## config.mk

```make
export PLATFORM = sky130hd
export DESIGN_NAME = dcpl_fifo
export DESIGN_NICKNAME = d
export VERILOG_FILES = /design/src/rtl/dcpl_pkg.sv /design/src/rtl/dcpl_occ.sv /design/src/rtl/dcpl_store.sv /design/src/rtl/dcpl_fifo.sv
export SDC_FILE = /design/constraint.sdc
export NUM_CORES = 1
export LEC_CHECK = 0
export BUFFER_PORTS_ARGS = -buffer_cell sky130_fd_sc_hd__buf_2
export CORE_UTILIZATION = 45
export CTS_CLUSTER_SIZE = 30
export DETAILED_ROUTE_END_ITERATION = 8
export GPL_TIMING_DRIVEN = 0
export PLACE_DENSITY = 0.68
export SYNTH_ARGS = -nofsm -noshare
export SYNTH_HDL_FRONTEND = slang
export SYNTH_SLANG_ARGS = --single-unit
export TNS_END_PERCENT = 20
```

## constraint.sdc

```tcl
create_clock -name clk -period 1.9 [get_ports clk]
set_clock_uncertainty 0.05 [all_clocks]
set_input_delay 0.38 -clock clk [delete_from_list [all_inputs] [get_ports clk]]
set_output_delay 0.38 -clock clk [all_outputs]
set_load 0.02 [all_outputs]
```

## src/rtl/dcpl_pkg.sv

```systemverilog
package dcpl_pkg;

    // Width of a slot index; at least one bit even for a single slot.
    function automatic int ptr_bits(int slots);
        return (slots > 1) ? $clog2(slots) : 1;
    endfunction

    // Width of an occupancy count covering 0..slots.
    function automatic int cnt_bits(int slots);
        return $clog2(slots + 1);
    endfunction

endpackage

```

## src/rtl/dcpl_occ.sv

```systemverilog
// Occupancy controller: counts items, steps the slot pointers and
// keeps registered full/empty flags that alone drive the handshakes.
module dcpl_occ
    import dcpl_pkg::*;
#(
    parameter  int SLOTS = 2,
    localparam int PW    = ptr_bits(SLOTS),
    localparam int CW    = cnt_bits(SLOTS)
) (
    input  logic          clk,
    input  logic          rst,
    input  logic          enq_valid,
    input  logic          deq_ready,
    output logic          enq_ready,
    output logic          deq_valid,
    output logic          push,
    output logic [PW-1:0] wr_ptr,
    output logic [PW-1:0] rd_ptr
);

    typedef struct packed {
        logic [CW-1:0] cnt;
        logic [PW-1:0] wr;
        logic [PW-1:0] rd;
        logic          full;
        logic          empty;
    } occ_t;

    occ_t st_d, st_q;
    logic pop;

    function automatic logic [PW-1:0] bump(logic [PW-1:0] p);
        if (p == PW'(SLOTS - 1)) begin
            return '0;
        end
        return p + PW'(1);
    endfunction

    always_comb begin
        st_d = st_q;
        push = enq_valid && !st_q.full;
        pop  = deq_ready && !st_q.empty;
        if (push) begin
            st_d.wr = bump(st_q.wr);
        end
        if (pop) begin
            st_d.rd = bump(st_q.rd);
        end
        case ({push, pop})
            2'b10:   st_d.cnt = st_q.cnt + CW'(1);
            2'b01:   st_d.cnt = st_q.cnt - CW'(1);
            default: st_d.cnt = st_q.cnt;
        endcase
        st_d.full  = (st_d.cnt == CW'(SLOTS));
        st_d.empty = (st_d.cnt == '0);
    end

    always_ff @(posedge clk) begin
        if (rst) begin
            st_q <= '{cnt: '0, wr: '0, rd: '0, full: 1'b0, empty: 1'b1};
        end else begin
            st_q <= st_d;
        end
    end

    assign enq_ready = !st_q.full;
    assign deq_valid = !st_q.empty;
    assign wr_ptr    = st_q.wr;
    assign rd_ptr    = st_q.rd;

endmodule

```

## src/rtl/dcpl_store.sv

```systemverilog
// Slot storage: one register per slot, written at the write pointer,
// read out at the read pointer with no path from the write data.
module dcpl_store
    import dcpl_pkg::*;
#(
    parameter  int WIDTH = 8,
    parameter  int SLOTS = 2,
    localparam int PW    = ptr_bits(SLOTS)
) (
    input  logic             clk,
    input  logic             rst,
    input  logic             push,
    input  logic [PW-1:0]    wr_ptr,
    input  logic [WIDTH-1:0] wr_data,
    input  logic [PW-1:0]    rd_ptr,
    output logic [WIDTH-1:0] rd_data
);

    logic [WIDTH-1:0] slot_d [SLOTS];
    logic [WIDTH-1:0] slot_q [SLOTS];

    always_comb begin
        for (int i = 0; i < SLOTS; i++) begin
            slot_d[i] = (push && (wr_ptr == PW'(i))) ? wr_data : slot_q[i];
        end
    end

    for (genvar g = 0; g < SLOTS; g++) begin : g_slot
        always_ff @(posedge clk) begin
            if (rst) begin
                slot_q[g] <= '0;
            end else begin
                slot_q[g] <= slot_d[g];
            end
        end
    end

    assign rd_data = slot_q[rd_ptr];

endmodule

```

## src/rtl/dcpl_fifo.sv

```systemverilog
// Decoupling queue top: occupancy controller plus slot storage.
module dcpl_fifo
    import dcpl_pkg::*;
#(
    parameter int WIDTH = 8,
    parameter int SLOTS = 2
) (
    input  logic             clk,
    input  logic             rst,
    input  logic             enq_valid,
    output logic             enq_ready,
    input  logic [WIDTH-1:0] enq_data,
    output logic             deq_valid,
    input  logic             deq_ready,
    output logic [WIDTH-1:0] deq_data
);

    localparam int PW = ptr_bits(SLOTS);

    logic          push;
    logic [PW-1:0] wr_ptr;
    logic [PW-1:0] rd_ptr;

    dcpl_occ #(.SLOTS(SLOTS)) u_occ (
        .clk       (clk),
        .rst       (rst),
        .enq_valid (enq_valid),
        .deq_ready (deq_ready),
        .enq_ready (enq_ready),
        .deq_valid (deq_valid),
        .push      (push),
        .wr_ptr    (wr_ptr),
        .rd_ptr    (rd_ptr)
    );

    dcpl_store #(.WIDTH(WIDTH), .SLOTS(SLOTS)) u_store (
        .clk     (clk),
        .rst     (rst),
        .push    (push),
        .wr_ptr  (wr_ptr),
        .wr_data (enq_data),
        .rd_ptr  (rd_ptr),
        .rd_data (deq_data)
    );

endmodule

```

==> results of run 1 <==
-- cell usage after synthesis --
master,instances,area (sq um)
xnor2_1,3,26.3
dfxtp_1,7,140
nand2b_1,2,12.5
nor2_2,1,6.26
a22oi_1,1,7.51
and2b_1,1,7.51
and3_1,8,50.1
mux2_2,8,90.1
a21oi_1,3,15.0
nor2_1,11,41.3
nor3_1,1,5.00
o21bai_1,1,7.51
or3_1,1,6.26
buf_2,2,10.0
or2b_1,1,7.51
nor2b_1,3,18.8
buf_4,1,7.51
ha_1,1,12.5
nand2_1,11,41.3
inv_1,3,11.3
o21ai_0,2,10.0
edfxtp_1,16,480
-- per-stage QoR --
| stage | cell area [sq um] | hold slack (ps) | worst slack, ps | util |
|---|---|---|---|---|
| 2_1_floorplan | 1010 | 400 | 460 | - |
| 3_3_place_gp | 1150 | 411 | 44.0 | 0.563 |
| 3_5_place_dp | 1150 | 434 | 41.1 | 0.563 |
| 4_1_cts | 1180 | 313 | 96.4 | 0.576 |
| 5_1_grt | 1180 | 310 | 41.1 | 0.576 |
| 6_report | 1180 | 306 | 109 | 0.576 |
-- critical path, stage by stage, from the launching register on --
cell	delay [ps]
dfxtp_1	320
buf_2	210
mux2_2	360
buf_2	160
-- power by group through the flow --
stage | combinational [mW] | sequential (mW) | clock (mW)
2_1_floorplan | 0.192 | 0.623 | 0
3_3_place_gp | 0.256 | 0.626 | 0
3_5_place_dp | 0.263 | 0.630 | 0
4_1_cts | 0.264 | 0.619 | 0.222
5_1_grt | 0.286 | 0.624 | 0.247
6_report | 0.261 | 0.619 | 0.225
-- registers in the layout, summed over array words and instances (netlist names), named ones only --
signal and count:
u_occ.st_q 4, u_store.slot_q 16, u_occ.rd_ptr 1, u_occ.wr_ptr 1
-- worst paths after layout --
check / to / depth (start not counted) / slack, ps / start
hold / removal: u_occ.rd_ptr / 2 / 310 / rst
hold reg to reg: u_occ.wr_ptr / 2 / 440 / u_occ.wr_ptr
setup / recovery: deq_data[1] / 3 / 110 / register
setup reg to reg: u_store.slot_q[1][4] / 2 / 190 / u_occ.wr_ptr
-- cell families (layout without fill, tap and decap cells) --
family                   after synthesis  after routing
AO/OA/AOI/OAI                          7              7
XOR/XNOR                               3              3
adder cells (fa/ha/maj)                1              1
buffers and inverters                  6             30
flip-flops                            23             23
multiplexers                           8              8
AND/OR/NAND/NOR                       40             40
-- cells in the final DEF (no fill, tap or decap) --
cell	netlist	final
buf_2	2	22
edfxtp_1	16	16
nand2_1	11	11
nor2_1	11	11
mux2_2	8	8
and3_1	8	8
dfxtp_1	7	7
nor2b_1	3	3
inv_1	3	3
xnor2_1	3	3
a21oi_1	3	3
clkbuf_4	0	3
nand2b_1	2	2
o21ai_0	2	2
o21bai_1	1	1
nor2_2	1	1
buf_4	1	1
and2b_1	1	1
a22oi_1	1	1
or2b_1	1	1
or3_1	1	1
nor3_1	1	1
ha_1	1	1
clkinv_2	0	1
-- metal layers --
metal | vias up | share of wire
met3 | 4 | 0.048
met5 | - | 0
met1 | 342 | 0.43
li1 | 350 | -
met4 | 0 | 0.015
met2 | 26 | 0.51
-- cell type report --
class / instances / area (sq um) / share of cell area
clock buffers: 3 / 22.5 / 0.0191
clock inverters: 1 / 5.00 / 0.00426
multi-input cells: 59 / 365 / 0.311
plain buffers: 3 / 17.5 / 0.0149
flip-flops and latches: 23 / 621 / 0.528
repair buffers: 20 / 100 / 0.0851
inverters: 3 / 11.3 / 0.00957
well taps: 27 / 33.8 / 0.0287
==> results.cfg, run 1 <==
[timing]
grt_setup_unrepaired = false
hold_viol = 0
final.period_utilization = 0.943
finalMaxSlewViolations = 0
fin_crit_ps = 1790
setup_viol = 0
timing.fmax_ghz = 0.558
worst_slew_pin_slew_ps = 788
maxSlewHeadroom = 0.474
fin_setup_tns_ps = 0

[die]
ios = 22
core_sq_mm = 0.00204
fp-row-count = 16
die_area_sq_mm = 0.00245
dieHeight_microns = 49.5
initial_core_util = 0.497
die_w_microns = 49.5

[logic_synthesis]
syn_area_sq_mm = 0.00101
ys_warn_count = 0
synth_fa_ha_area_frac = 0.0123
ys_seq_area_frac = 0.612
synth-compound-area-share = 0.0395
synth_xor_area_frac = 0.0259
synth_cell_type_count = 22
synth_mux_area_frac = 0.0888
synthSimpleGateAreaFrac = 0.194
synth_top_family_by_area = simple AND/OR/NAND/NOR gates
ys_ff_latch = 23
postSynthAreaPerCell_sq_um = 11.5
synth_nets = 101
synthesis.instances = 88

[global_route]
busiest_layer = met2
antenna_found_initial = 0
grt_overflow_total = 0
grt_max_degree = 14
use_met1 = 0.205
met2_usage = 0.281
grt_pass1_vias = 678
gr-usage-all-layers = 0.165
grt.met3_usage = 0.0309
grt_first_pass_wirelength_microns = 2970

[detailed_routing]
wirelength_microns = 1830
viasPerCell = 5.19
firstDrtPassIters = 4
vias = 722
antenna_left = 0
drtIter0Drc = 18
routedWlPerCell_microns = 13.2
route.detailed.drc = 0

[place]
placedCellCount = 135
place.gp.congestion = 0.682
dpl.hpwl_microns = 1310
port_buffers = 20

[pwr]
internal_power_mw = 0.782
powerDensity_mw_per_mm2 = 940
p_comb_frac = 0.236
p_leak_nw = 0.516
clockPowerShare = 0.204
switching_share = 0.293
power_switching_mw = 0.324
finalPower_mw = 1.11
ir_drop_uv = 480
pwr-share-seq = 0.560

[cts]
numClockSinks = 23
hold_buffers = 0
cts-root-buf = clkbuf_4
numCtsBuffers = 3
cts_tree = built
cts-resized-gates = 0
cts_buffer_depth = 2
clkTransAtPathRegs_ps = 130
post-cts-setup-buffers = 0
worstSkewPairLatency_ps = 310
htreeDepth = 1

[worst_setup_path]
worstSetupEndpointType = output port
crit_required_ps = 1470
cp-start-kind = register
crit_type = reg2out
crit_arrival_ps = 1360
path_max_fanout = 8

[final_layout]
nNetsFinal = 126
n_fill_cell = 201
fin_cells = 139
synthToLayoutAreaGrowth_pct = 15.9
drive_above_1_share = 0.321
antenna_cells = 0

[outcome]
outcome = finished, final reports clean

[run]
drv_cap = 0

[worst_hold_path]
hp-class = in2reg
Note: power is estimated with default switching activity, not from simulation.
==> run 2: changes to the inputs <==
--- a/config.mk
+++ b/config.mk
@@ -8,8 +8,10 @@
 export BUFFER_PORTS_ARGS = -buffer_cell sky130_fd_sc_hd__buf_2
 export CORE_UTILIZATION = 45
+export CTS_BUF_LIST = sky130_fd_sc_hd__clkbuf_8
 export CTS_CLUSTER_SIZE = 30
 export DETAILED_ROUTE_END_ITERATION = 8
 export GPL_TIMING_DRIVEN = 0
 export PLACE_DENSITY = 0.68
+export REMOVE_ABC_BUFFERS = 1
 export SYNTH_ARGS = -nofsm -noshare
 export SYNTH_HDL_FRONTEND = slang
--- a/constraint.sdc
+++ b/constraint.sdc
@@ -3,3 +3,3 @@
 set_input_delay 0.38 -clock clk [delete_from_list [all_inputs] [get_ports clk]]
 set_output_delay 0.38 -clock clk [all_outputs]
-set_load 0.02 [all_outputs]
+set_load 0.005 [all_outputs]
==> run 2 against run 1 <==
Utilization is 0.25 points higher. Largest cell class unchanged. Final area up 0.43%. Critical endpoint is now deq_data[6]. Largest power group unchanged. Sequential cell count stayed put. Sequential share of layout area fell by 0.22 points.
==> results.cfg, run 2 (synthesis gave the netlist of run 1 again) <==
[pwr]
ir_drop_uv = 494
p_leak_nw = 0.515
finalPower_mw = 1.12
powerDensity_mw_per_mm2 = 946

[outcome]
outcome = finished, final reports clean

[timing]
setup_viol = 0
whs_ps = 371
final.period_utilization = 0.918
fin_crit_ps = 1740
hold_viol = 0
grt_setup_unrepaired = false
finalMaxSlewViolations = 0
timing.fmax_ghz = 0.573
maxSlewHeadroom = 0.464
worst_slew_pin_slew_ps = 802
fin_setup_tns_ps = 0

[detailed_routing]
routedWlPerCell_microns = 12.5
antenna_left = 0
viasPerCell = 5.07
drtIter0Drc = 6
route.detailed.drc = 0
vias = 695
firstDrtPassIters = 4
wirelength_microns = 1710

[final_layout]
antenna_cells = 0
n_fill_cell = 190
mostFrequentLayoutCells = 21 x buf_2, 16 x edfxtp_1, 11 x nand2_1, 11 x nor2_1
multi_input_area_sq_um = 365
largestRegisters = u_store.slot_q: 16 flops, u_occ.st_q: 4 flops
layout_commonest_cell = buf_2
utilization = 0.578
nNetsFinal = 124
drive_above_1_share = 0.300
largest_register_ffs = 16
synthToLayoutAreaGrowth_pct = 16.4
largest_register = u_store.slot_q
register_area_sq_um = 621

[worst_setup_path]
r2r-end = u_store.slot_q[1][1]
regToRegSetupSlack_ps = 190
crit_buf_inv = 1
crit_required_ps = 1470
crit_type = reg2out
cp-start-kind = register
worstPathCellList = mux2_2 > buf_2
worstSetupEndpointType = output port
slowest_delay_ps = 550
worstSetupPathDepth = 2
path_max_fanout = 8
reg2reg_depth = 2
cp-endpoint = deq_data[6]
crit_arrival_ps = 1310
critPathSlowestCell = dfxtp_1
crit_family = flip-flops
r2r_start = u_occ.wr_ptr

[global_route]
grt_max_degree = 17
met2_usage = 0.267
grt.met3_usage = 0.0185
grt_first_pass_wirelength_microns = 2870
gr-usage-all-layers = 0.153
antenna_found_initial = 0
grt_pass1_vias = 672
use_met1 = 0.194
busiest_layer = met2
grt_overflow_total = 0

[cts]
numClockSinks = 23
hold_buffers = 0
post-cts-setup-buffers = 0
numCtsBuffers = 3
htreeDepth = 1
cts-resized-gates = 0
clkTransAtPathRegs_ps = 70
cts_buffer_depth = 2
cts_tree = built
worstSkewPairLatency_ps = 250
cts-root-buf = clkbuf_8

[die]
initial_core_util = 0.497
dieHeight_microns = 49.5
core_sq_mm = 0.00204
die_w_microns = 49.5
ios = 22
die_area_sq_mm = 0.00245
fp-row-count = 16

[place]
port_buffers = 21
dpl.hpwl_microns = 1220
place.gp.congestion = 0.784

[worst_hold_path]
hp-class = in2reg

[run]
drv_cap = 0
==> run 2: cell types whose count changed in the layout (fill, tap and decap cells not counted) <==
| cell | delta |
|---|---|
| buf_4 | -1 |
| clkbuf_8 | +3 |
| clkinv_2 | -1 |
| clkbuf_4 | -3 |
| buf_2 | -1 |
| inv_1 | +1 |
==> run 2: metrics by stage <==
step	cells	cell area (sq um)	setup WS (ps)
floorplan	85	997	460
global placement	133	1140	62.9
detailed placement	133	1140	38.9
CTS	137	1180	136
global route	137	1180	86.6
finish	137	1180	156
==> run 2: worst min-delay path by stage <==
stage,start,to,slack (ps),cells past startpoint
finish,rst,u_occ.wr_ptr,370,2
CTS,rst,u_occ.wr_ptr,370,2
global route,rst,u_occ.wr_ptr,390,2
detailed placement,u_occ.wr_ptr,u_occ.wr_ptr,420,2
global placement,u_occ.wr_ptr,u_occ.wr_ptr,410,2
floorplan,u_occ.wr_ptr,u_occ.wr_ptr,390,2
==> run 2: layout make-up <==
type                            instances  area share
Sequential cell                        23       0.525
Multi-Input combinational cell         59       0.309
Inverter                                3     0.00953
Tap cell                               27      0.0286
Timing Repair Buffer                   21      0.0890
Clock buffer                            3      0.0350
Clock inverter                          1     0.00318
==> run 2: layer usage <==
metal / vias to the layer above / routed length, microns / share of wire
met3: 2 / 43 / 0.025
met2: 15 / 861 / 0.50
li1: 347 / - / -
met1: 331 / 795 / 0.46
met4: 0 / 12 / 0.0070
met5: - / 0 / 0
==> run 2: power breakdown <==
part	leakage (nW)	switching, mW	internal (mW)	total [mW]
clock	0.0269	0.143	0.144	0.287
combinational	0.260	0.0997	0.104	0.203
sequential	0.228	0.0328	0.594	0.627
==> run 3: changes to the inputs <==
Settings changed: CTS_BUF_LIST sky130_fd_sc_hd__clkbuf_8 to sky130_fd_sc_hd__clkbuf_16.
==> run 3 against run 2 <==
Largest cell class unchanged. Sequential share of layout area shrank 1.5 points. Count of clock-buffer cells in the layout is the same. Worst hold slack gained 3.0 ps. Critical path type unchanged. Combinational power is essentially flat.
==> results.cfg, run 3 (synthesis gave the netlist of run 1 again) <==
[worst_setup_path]
crit_arrival_ps = 1300
crit_required_ps = 1470
cp-start-kind = register
path_max_fanout = 8
crit_type = reg2out
worstSetupEndpointType = output port

[detailed_routing]
route.detailed.drc = 0
viasPerCell = 5.11
antenna_left = 0
firstDrtPassIters = 4
wirelength_microns = 1700
drtIter0Drc = 14
routedWlPerCell_microns = 12.4
vias = 700

[timing]
final.period_utilization = 0.912
maxSlewHeadroom = 0.467
worst_slew_pin_slew_ps = 798
setup_viol = 0
timing.fmax_ghz = 0.577
fin_crit_ps = 1730
layout_setup_ws_ps = 167
hold_viol = 0
finalMaxSlewViolations = 0
grt_setup_unrepaired = false
fin_setup_tns_ps = 0

[cts]
worstSkewPairLatency_ps = 250
clkTransAtPathRegs_ps = 60
cts-resized-gates = 0
htreeDepth = 1
numClockSinks = 23
cts_tree = built
hold_buffers = 0
post-cts-setup-buffers = 0
cts_buffer_depth = 2
cts-root-buf = clkbuf_16
numCtsBuffers = 3

[die]
ios = 22
fp-row-count = 16
die_area_sq_mm = 0.00245
initial_core_util = 0.497
dieHeight_microns = 49.5
core_sq_mm = 0.00204
die_w_microns = 49.5

[place]
placedCellCount = 133
dpl.hpwl_microns = 1220
place.gp.congestion = 0.784
pre_cts_ws_ps = 38.9
port_buffers = 21

[global_route]
busiest_layer = met2
grt_first_pass_wirelength_microns = 2890
gr-usage-all-layers = 0.159
use_met1 = 0.192
antenna_found_initial = 0
grt_overflow_total = 0
grt.met3_usage = 0.0278
grt_max_degree = 17
met2_usage = 0.267
grt_pass1_vias = 667

[worst_hold_path]
hp-class = in2reg

[pwr]
p_leak_nw = 0.531
powerDensity_mw_per_mm2 = 1040
ir_drop_uv = 612

[run]
drv_cap = 0

[final_layout]
fin_cells = 137
largestRegisters = u_store.slot_q: 16 flops, u_occ.st_q: 4 flops
layout_commonest_cell = buf_2
synthToLayoutAreaGrowth_pct = 19.7
antenna_cells = 0
drive_above_1_share = 0.300
mostFrequentLayoutCells = 21 x buf_2, 16 x edfxtp_1, 11 x nand2_1, 11 x nor2_1
nNetsFinal = 124
n_fill_cell = 186
largest_register = u_store.slot_q
largest_register_ffs = 16

[outcome]
outcome = finished, final reports clean
[run 3: worst max-delay path: stages, from the launching register on]
cell and delay [ps]:
dfxtp_1 550, mux2_2 380, buf_2 130
[run 3: path summary, 6_finish.rpt]
path | cells after the start | startpoint | slack (ps) | endpoint
worst max-delay path | 2 | register | 170 | deq_data[6]
worst min-delay path | 2 | rst | 370 | u_occ.wr_ptr
worst max register to register | 2 | u_occ.wr_ptr | 190 | u_store.slot_q[1][1]
worst min register to register | 2 | u_occ.wr_ptr | 430 | u_occ.wr_ptr
[run 3: layout make-up]
type	count	area, sq um	area share
tap	27	33.8	0.0278
clock inverter	1	3.75	0.00309
multi-input combinational	59	365	0.301
inverter	3	11.3	0.00927
clock buffer	3	75.1	0.0618
timing repair buffer	21	105	0.0865
sequential	23	621	0.511
[run 3: metal layers]
metal / wire length, microns / share of wire
met1: 782 / 0.46
met2: 859 / 0.50
met3: 49 / 0.029
met4: 12 / 0.0070
met5: 0 / 0
[run 3: per-stage QoR]
| stage | hold slack [ps] | area [sq um] | total power, mW | utilization |
|---|---|---|---|---|
| 6_report | 374 | 1210 | 1.26 | 0.595 |
| 5_1_grt | 399 | 1210 | 1.33 | 0.595 |
| 4_1_cts | 376 | 1210 | 1.28 | 0.595 |
| 3_5_place_dp | 420 | 1140 | 0.844 | 0.556 |
| 3_3_place_gp | 411 | 1140 | 0.836 | 0.556 |
| 2_1_floorplan | 394 | 997 | 0.765 | - |
[run 3: report_power, final]
part | leakage [nW] | internal, mW | total (mW) | switching [mW]
clock network | 0.0423 | 0.280 | 0.433 | 0.153
logic | 0.260 | 0.104 | 0.203 | 0.0997
registers | 0.228 | 0.595 | 0.628 | 0.0328
total | 0.531 | 0.979 | 1.26 | 0.286
